===== config.mk =====
export PLATFORM = sky130hd
export DESIGN_NAME = spi_toggle_watchdog
export DESIGN_NICKNAME = d
export VERILOG_FILES = /design/src/rtl/stw_pkg.sv /design/src/rtl/stw_pin_sync.sv /design/src/rtl/stw_toggle_track.sv /design/src/rtl/stw_timer.sv /design/src/rtl/spi_toggle_watchdog.sv
export SDC_FILE = /design/constraint.sdc
export NUM_CORES = 1
export LEC_CHECK = 0
export BUFFER_PORTS_ARGS = -buffer_cell sky130_fd_sc_hd__buf_4
export CAP_MARGIN = 25
export CORE_ASPECT_RATIO = 0.75
export CORE_MARGIN = 3
export CORE_UTILIZATION = 55
export CTS_BUF_LIST = sky130_fd_sc_hd__clkbuf_8
export DETAILED_ROUTE_END_ITERATION = 7
export PLACE_DENSITY = 0.76
export RECOVER_POWER = 25
export SYNTH_ARGS = -nofsm -noshare
export SYNTH_HDL_FRONTEND = slang
export SYNTH_SLANG_ARGS = --single-unit

===== constraint.sdc =====
create_clock -name clk -period 1.8 [get_ports clk]
set_clock_uncertainty 0.2 [all_clocks]
set_input_delay 0.54 -clock clk [delete_from_list [all_inputs] [get_ports clk]]
set_output_delay 0.54 -clock clk [all_outputs]
set_load 0.01 [all_outputs]

===== src/rtl/stw_pkg.sv =====
// Package: shared types for the SPI toggle-bit watchdog.
// Assumes: nothing beyond IEEE 1800-2017.
package stw_pkg;
    typedef enum logic [1:0] {
        WD_SLEEP  = 2'd0,
        WD_ACTIVE = 2'd1,
        WD_FAILED = 2'd2
    } wd_state_t;
endpackage


===== src/rtl/stw_pin_sync.sv =====
// Module: stw_pin_sync
// Brings the asynchronous wake pin into the clock domain and flags its rising edges.
// Assumes: SYNC_STAGES >= 2. All flops clear on reset, so a pin that is high
// when reset is released appears as a rising edge.
module stw_pin_sync #(
    parameter int SYNC_STAGES = 2
) (
    input  logic clk,
    input  logic rst_n,
    input  logic pin_async,
    output logic pin_lvl,
    output logic pin_rise
);
    logic [SYNC_STAGES-1:0] sync_q;
    logic                   lvl_d;

    // Purpose: metastability chain for the pin
    always_ff @(posedge clk) begin
        if (!rst_n) sync_q <= '0;
        else        sync_q <= {sync_q[SYNC_STAGES-2:0], pin_async};
    end

    // Purpose: delayed copy of the synchronised level, used for edge detection
    always_ff @(posedge clk) begin
        if (!rst_n) lvl_d <= 1'b0;
        else        lvl_d <= sync_q[SYNC_STAGES-1];
    end

    assign pin_lvl  = sync_q[SYNC_STAGES-1];
    assign pin_rise = pin_lvl & ~lvl_d;
endmodule


===== src/rtl/stw_toggle_track.sv =====
// Module: stw_toggle_track
// Holds the reference watch bit and raises a kick for each frame that restarts
// the timeout: the first frame after clearing, or a frame whose bit has flipped.
// Assumes: frame_done is a single-cycle strobe; clear has priority over frames.
module stw_toggle_track (
    input  logic clk,
    input  logic rst_n,
    input  logic clear,
    input  logic active,
    input  logic frame_done,
    input  logic frame_msb,
    output logic kick
);
    logic ref_bit;
    logic have_ref;

    assign kick = active & ~clear & frame_done & (~have_ref | (frame_msb != ref_bit));

    // Purpose: record the reference bit on each kick, forget it on clear
    always_ff @(posedge clk) begin
        if (!rst_n || clear) begin
            ref_bit  <= 1'b0;
            have_ref <= 1'b0;
        end else if (kick) begin
            ref_bit  <= frame_msb;
            have_ref <= 1'b1;
        end
    end
endmodule


===== src/rtl/stw_timer.sv =====
// Module: stw_timer
// Counts quiet cycles while the watchdog runs. Expire is raised when the count
// sits at its last value with no restart in the same cycle.
// Assumes: TIMEOUT_CYC >= 2; restart overrides expiry.
module stw_timer #(
    parameter int TIMEOUT_CYC = 50000
) (
    input  logic clk,
    input  logic rst_n,
    input  logic run,
    input  logic restart,
    output logic expire
);
    localparam int CNT_W = $clog2(TIMEOUT_CYC);
    localparam logic [CNT_W-1:0] LAST = CNT_W'(TIMEOUT_CYC - 1);

    logic [CNT_W-1:0] cnt;

    assign expire = run & ~restart & (cnt == LAST);

    // Purpose: advance the quiet-cycle count, holding at the last value
    always_ff @(posedge clk) begin
        if (!rst_n || restart || !run) cnt <= '0;
        else if (cnt != LAST)          cnt <= cnt + 1'b1;
    end
endmodule


===== src/rtl/spi_toggle_watchdog.sv =====
// Module: spi_toggle_watchdog (top)
// Sleeps while the wake pin is low, arms on its rising edge, and requests
// fail-safe when the frame watch bit stops alternating for TIMEOUT_CYC cycles.
// Assumes: frame_done/frame_msb come from the serial front end in this clock
// domain; wake_pin is asynchronous.
module spi_toggle_watchdog #(
    parameter int TIMEOUT_CYC = 50000,
    parameter int SYNC_STAGES = 2
) (
    input  logic clk,
    input  logic rst_n,
    input  logic wake_pin,
    input  logic frame_done,
    input  logic frame_msb,
    output logic failsafe_req,
    output logic wd_running
);
    import stw_pkg::*;

    wd_state_t state, state_nx;
    logic      pin_lvl, pin_rise, kick, expire, asleep;

    stw_pin_sync #(.SYNC_STAGES(SYNC_STAGES)) u_sync (
        .clk(clk), .rst_n(rst_n), .pin_async(wake_pin),
        .pin_lvl(pin_lvl), .pin_rise(pin_rise)
    );

    assign asleep     = (state == WD_SLEEP);
    assign wd_running = (state == WD_ACTIVE);
    assign failsafe_req = (state == WD_FAILED);

    stw_toggle_track u_track (
        .clk(clk), .rst_n(rst_n), .clear(asleep | pin_rise),
        .active(wd_running), .frame_done(frame_done), .frame_msb(frame_msb),
        .kick(kick)
    );

    stw_timer #(.TIMEOUT_CYC(TIMEOUT_CYC)) u_timer (
        .clk(clk), .rst_n(rst_n), .run(wd_running),
        .restart(kick | pin_rise), .expire(expire)
    );

    // Purpose: next-state decision; a low pin always forces sleep
    always_comb begin
        state_nx = state;
        if (!pin_lvl) begin
            state_nx = WD_SLEEP;
        end else begin
            case (state)
                WD_SLEEP:  if (pin_rise) state_nx = WD_ACTIVE;
                WD_ACTIVE: if (expire)   state_nx = WD_FAILED;
                WD_FAILED: state_nx = WD_FAILED;
                default:   state_nx = WD_SLEEP;
            endcase
        end
    end

    // Purpose: state register
    always_ff @(posedge clk) begin
        if (!rst_n) state <= WD_SLEEP;
        else        state <= state_nx;
    end
endmodule


==> impl_metrics.py, run 1 <==
metrics = {
    "logic_synthesis": {
        "ys_seq_area_share_pct": 40.62,
        "postSynthAreaPerCell_um2": 9.069,
        "synth_area_um2": 1134,
        "synth_top_area_cell": "dfxtp_1",
        "synthTopCellsByArea": "dfxtp_1, xnor2_1, nor2_1, ha_1, nand3_1",
        "ys_seq_elements": 23,
        "synth_cells": 125,
        "syn_nets": 134,
        "synth_top_cell_area_share_pct": 40.62,
        "synth_cell_type_count": 33,
        "yosysWarnings": 0,
    },
    "route": {
        "antenna_left": 0,
        "firstDrtPassIters": 4,
        "dr_total_vias": 969,
        "dr.first_iter.drc_count": 33,
        "routed_wirelength_mm": 2.432,
        "post_drt_wl_per_cell_um": 14.39,
        "viasPerCell": 5.734,
        "drc": 0,
    },
    "pwr": {
        "ir_worst_vdd_mv": 0.6109,
        "cellLeakagePower_nw": 0.4881,
        "finalPower_mw": 0.8458,
        "pwr-share-comb_pct": 2.1,
        "switching_share_pct": 20.34,
        "pwr-share-seq_pct": 60.4,
        "power.internal_mw": 0.6738,
        "power.net_switching_mw": 0.1721,
        "pwr_density_cell_nw_per_um2": 599.8,
        "p_clk_share_pct": 37.4,
    },
    "finish": {
        "diodes": 0,
        "postLayoutCoreUtil_pct": 76.72,
        "drive_gt1_share_pct": 29.25,
        "final_cell_mix": "buf_4, dfxtp_1, nor2_1",
        "nets": 157,
        "syn2layout_area_growth_pct": 24.39,
    },
    "critical_path": {
        "cp_slowest_cell": "dfxtp_2",
        "slowest_delay_ns": 0.37,
        "r2r_setup_slack_ns": 0.04,
        "r2r-end": "state[1]$_SDFFE_PN0P_",
        "crit_arrival_ns": 1.72,
        "rr_worst_depth": 5,
        "r2r-start": "u_timer.cnt[1]$_SDFFE_PP0N_",
        "cp-end-kind": "register",
        "cp_data_required_time_ns": 1.76,
        "crit_fanout": 2,
        "cp-start-kind": "register",
        "path_cells": "ha_4 > and4b_2 > nand4_4 > nor3b_4 > mux2_2",
        "critPathKind": "reg2reg",
        "crit_start": "u_timer.cnt[1]$_SDFFE_PP0N_",
    },
    "sta": {
        "period_minus_slack_ns": 1.765,
        "hold_slack_ns": 0.2423,
        "slew_viol_final": 0,
        "hold_viol": 0,
        "setup_viol": 0,
        "tightest_slew_ns": 0.3521,
        "fmaxAchievable_mhz": 566.7,
        "period_share_pct": 98.03,
        "setup_ws_ns": 0.03549,
        "maxSlewHeadroom_pct": 76.31,
    },
    "placement": {
        "dp_hpwl_mm": 1.724,
        "io_buffers": 6,
        "globalplace.congestion": 0.8440,
        "dpl_worst_slack_ns": -0.08047,
    },
    "cts": {
        "clk_latency_ns": 0.27,
        "ctsHoldBuffers": 0,
        "clock-sinks": 23,
        "cts-root-buf": "clkbuf_8",
        "h-tree-depth": 1,
        "cts_tree": "yes",
        "cts.clk_slew.worst_paths_ns": 0.08,
        "cts_made_buffers": 3,
        "clockBufferDepth": 2,
    },
    "floorplanning": {
        "initial_core_util_pct": 61.67,
        "core_area_um2": 1838,
        "die_area_um2": 2647,
        "num_io_pins": 7,
        "rows": 13,
        "die_y_um": 45.32,
        "die_w_um": 58.42,
    },
    "worst_hold_path": {
        "holdPathStages": 1,
        "hold_start": "u_sync.sync_q[0]$_SDFF_PN0_",
        "hp-class": "reg2reg",
        "min_to": "u_sync.sync_q[1]$_SDFF_PN0_",
    },
    "global_routing": {
        "grt_pass1_wl_mm": 4.098,
        "grt_pass1_vias": 948,
        "grt_max_degree": 17,
        "antenna_found_initial": 0,
        "grtUsageTotal_pct": 20.81,
        "overflow": 0,
    },
    "run": {
        "cap_viol_max_count": 0,
    },
    "outcome": {
        "status": "finished clean",
    },
}
synth_stat cells, drive strengths merged:
| cell | n |
|---|---|
| nand4 | 8 |
| dfxtp | 23 |
| nor2b | 1 |
| a211oi | 1 |
| mux2 | 1 |
| and4 | 1 |
| nand3b | 1 |
| o21a | 1 |
| and4bb | 1 |
| o31a | 1 |
| and3 | 4 |
| nor3b | 1 |
| clkbuf | 2 |
| nand2b | 2 |
| nor3 | 2 |
| and4b | 1 |
| nand2 | 7 |
| xor2 | 5 |
| mux2i | 2 |
| nor2 | 17 |
| o21ai | 2 |
| a21boi | 1 |
| or3b | 1 |
| ha | 4 |
| xnor2 | 8 |
| nor4 | 6 |
| nand3 | 9 |
| a21oi | 3 |
| inv | 4 |
| and2 | 5 |
state kept, by name, indices dropped and copies added, names as in the netlist:
| register | flops |
|---|---|
| u_sync.lvl_d | 1 |
| state | 2 |
| u_track.have_ref | 1 |
| u_track.ref_bit | 1 |
| u_timer.cnt | 16 |
| u_sync.sync_q | 2 |
cell families after synthesis:
group,after synthesis,share of synthesized area (%)
flops,23,40.62
mux,3,2.759
compound gates,9,4.967
fa+ha+maj,4,4.415
xor+xnor,13,10.04
simple gates,67,35.21
buf+inv,6,1.987
per-layer routing:
metal | up-vias | global-route usage [%] | share of wire, %
met3 | 4 | 6.000 | 3.7
met1 | 465 | 27.72 | 51
li1 | 484 | - | -
met4 | 0 | 7.407 | 1.2
met2 | 16 | 32.29 | 44
met5 | - | 0 | 0
metrics by stage:
step           area (um^2)  instances  setup TNS, ns
3_3_place_gp          1304        164       -0.06603
5_1_grt               1410        169       -0.03246
2_1_floorplan         1141        125              0
4_1_cts               1353        168              0
3_5_place_dp          1304        164       -0.08047
6_report              1410        169              0
worst max-delay path by stage:
stage	endpoint	cells past startpoint	slack [ns]
2_1_floorplan	state[1]$_SDFFE_PN0P_	5	0.004
3_3_place_gp	state[1]$_SDFFE_PN0P_	5	-0.07
3_5_place_dp	state[1]$_SDFFE_PN0P_	5	-0.08
4_1_cts	state[1]$_SDFFE_PN0P_	5	0.006
5_1_grt	state[1]$_SDFFE_PN0P_	5	-0.03
6_report	state[1]$_SDFFE_PN0P_	5	0.04
final cells by class:
class / instances / area (um^2)
clock buffers: 3 / 41.29
clock inverters: 1 / 5.005
fillers: 130 / 427.9
inverters: 4 / 15.01
multi-input cells: 96 / 706.9
flip-flops and latches: 23 / 467.9
well taps: 22 / 27.53
repair buffers: 20 / 146.4
worst max-delay path, delay by kind of cell, from the launching register on:
kind / cells / cell delay (ns)
fa+ha+maj: 1 / 0.14
simple gates: 3 / 0.59
flops: 1 / 0.37
mux: 1 / 0.35
repair_timing:
| item | 4_1_cts | 5_1_grt |
|---|---|---|
| setup buffers | 1 | 1 |
| pin swaps | 0 | 2 |
| setup endpoints to repair | 2 | 19 |
| resized for setup | 2 | 13 |
power groups by stage:
stage | Clock [mW] | Sequential, mW | Combinational, mW
after floorplan | 0 | 0.524 | 0.00794
after global placement | 0 | 0.524 | 0.0173
after detailed placement | 0 | 0.524 | 0.0178
after CTS | 0.319 | 0.512 | 0.0177
after global routing | 0.344 | 0.512 | 0.0203
final | 0.317 | 0.511 | 0.0180
No activity file was read; power rests on OpenSTA's default activity.
==> inputs of run 2 (changes only) <==
--- a/config.mk
+++ b/config.mk
@@ -9,10 +9,9 @@
 export CAP_MARGIN = 25
 export CORE_ASPECT_RATIO = 0.75
 export CORE_MARGIN = 3
-export CORE_UTILIZATION = 55
-export CTS_BUF_LIST = sky130_fd_sc_hd__clkbuf_8
+export CORE_UTILIZATION = 52
 export DETAILED_ROUTE_END_ITERATION = 7
-export PLACE_DENSITY = 0.76
+export PLACE_DENSITY = 0.73
 export RECOVER_POWER = 25
 export SYNTH_ARGS = -nofsm -noshare
 export SYNTH_HDL_FRONTEND = slang
==> impl_metrics.py, run 2 (synthesis results as in run 1) <==
metrics = {
    "sta": {
        "setup_ws_ns": -0.07261,
        "period_minus_slack_ns": 1.873,
        "rsz0062_at_grt": "true",
        "fmaxAchievable_mhz": 534.0,
        "hold_viol": 0,
        "slew_viol_final": 0,
        "tightest_slew_ns": 0.3337,
        "setup_viol": 3,
        "period_share_pct": 104.0,
        "maxSlewHeadroom_pct": 77.55,
    },
    "cts": {
        "clockBufferDepth": 2,
        "h-tree-depth": 1,
        "ctsHoldBuffers": 0,
        "clk_latency_ns": 0.31,
        "cts-root-buf": "clkbuf_4",
        "clock-sinks": 23,
        "cts_tree": "yes",
        "cts.clk_slew.worst_paths_ns": 0.13,
        "cts_made_buffers": 3,
    },
    "pwr": {
        "cellLeakagePower_nw": 0.5040,
        "finalPower_mw": 0.7704,
        "ir_worst_vdd_mv": 0.6436,
        "pwr_density_cell_nw_per_um2": 540.1,
    },
    "global_routing": {
        "grt_pass1_wl_mm": 4.098,
        "grt_max_degree": 14,
        "grtUsageTotal_pct": 19.91,
        "grt_pass1_vias": 888,
        "antenna_found_initial": 0,
        "overflow": 0,
    },
    "finish": {
        "drive_gt1_share_pct": 30.92,
        "top_register": "u_timer.cnt",
        "diodes": 0,
        "postLayoutCoreUtil_pct": 75.60,
        "largest_register_ffs": 16,
        "nets": 162,
        "syn2layout_area_growth_pct": 25.83,
        "top_regs": "u_timer.cnt x16, state x2, u_sync.sync_q x2",
        "mostFrequentLayoutCell": "buf_4",
        "final_cell_mix": "buf_4, dfxtp_1, nor2_1",
    },
    "route": {
        "antenna_left": 0,
        "dr_total_vias": 966,
        "firstDrtPassIters": 4,
        "drc": 0,
        "viasPerCell": 5.552,
        "routed_wirelength_mm": 2.421,
        "post_drt_wl_per_cell_um": 13.91,
        "dr.first_iter.drc_count": 50,
    },
    "floorplanning": {
        "die_y_um": 46.44,
        "die_area_um2": 2782,
        "core_area_um2": 1887,
        "die_w_um": 59.92,
        "num_io_pins": 7,
        "rows": 13,
        "initial_core_util_pct": 60.08,
    },
    "placement": {
        "globalplace.congestion": 0.8560,
        "dpl_worst_slack_ns": -0.09105,
        "io_buffers": 6,
        "dp_hpwl_mm": 1.729,
    },
    "critical_path": {
        "critPathKind": "reg2out",
        "cp-end-kind": "output pin",
        "crit_arrival_ns": 1.13,
        "cp_data_required_time_ns": 1.06,
        "cp-start-kind": "register",
        "crit_fanout": 2,
    },
    "worst_hold_path": {
        "hp-class": "in2reg",
    },
    "outcome": {
        "violations": "setup timing",
        "status": "finished, violations left",
    },
    "run": {
        "cap_viol_max_count": 0,
    },
}
-- run 2: cell types whose count changed in the layout (fill, tap and decap cells not counted), moves of 2 or more --
cell / delta
buf_4: +2
buf_6: +3
nor4_1: -2
nor4_2: +2
clkbuf_4: +3
clkbuf_8: -3
-- run 2: worst paths after layout --
kind | to | startpoint | slack [ns] | cells past startpoint
max | wd_running | state[1]$_SDFFE_PN0P_ | -0.07 | 4
min | u_sync.sync_q[0]$_SDFF_PN0_ | wake_pin | 0.23 | 2
max reg2reg | state[1]$_SDFFE_PN0P_ | state[1]$_SDFFE_PN0P_ | 0 | 7
min reg2reg | u_sync.sync_q[1]$_SDFF_PN0_ | u_sync.sync_q[0]$_SDFF_PN0_ | 0.25 | 1
-- run 2: metrics by stage --
stage | hold WS (ns) | std cells | instance area (um^2) | TNS (ns)
CTS | 0.2192 | 173 | 1400 | -0.1483
global route | 0.2186 | 174 | 1426 | -0.3656
detailed placement | 0.2217 | 164 | 1304 | -0.7305
floorplan | 0.2118 | 125 | 1141 | 0
global placement | 0.2154 | 164 | 1304 | -0.3467
finish | 0.2262 | 174 | 1426 | -0.1252
-- run 2: worst max-delay path, cell delays in order, from the launching register on --
cell	delay, ns
dfxtp_2	0.38
inv_2	0.06
ha_4	0.16
buf_6	0.11
buf_6	0.11
-- run 2: where the power goes --
part           total (mW)  switching (mW)  internal (mW)
sequential          0.512         0.00149          0.510
clock               0.241           0.157         0.0831
combinational      0.0180         0.00786         0.0102
-- run 2: area by class of cell --
class                      count  area (um^2)
clock inverter                 1        5.005
multi-input combinational     96        693.2
timing repair buffer          25        195.2
inverter                       4        15.01
tap                           22        27.53
fill                         130        460.4
clock buffer                   3        22.52
sequential                    23        467.9
-- run 2: per-layer routing --
metal	track usage, %	vias up	share of wire [%]
met1	29.65	451	55
met4	4.867	0	1.0
met3	5.322	4	3.1
met5	0	-	0
met2	28.02	17	40
li1	-	494	-
-- run 2: timing repair --
item                       CTS  global route
gates resized for setup     11             6
gates cloned                 1             0
pin swaps                    2             3
buffers inserted             4             1
setup endpoints to repair   13            17
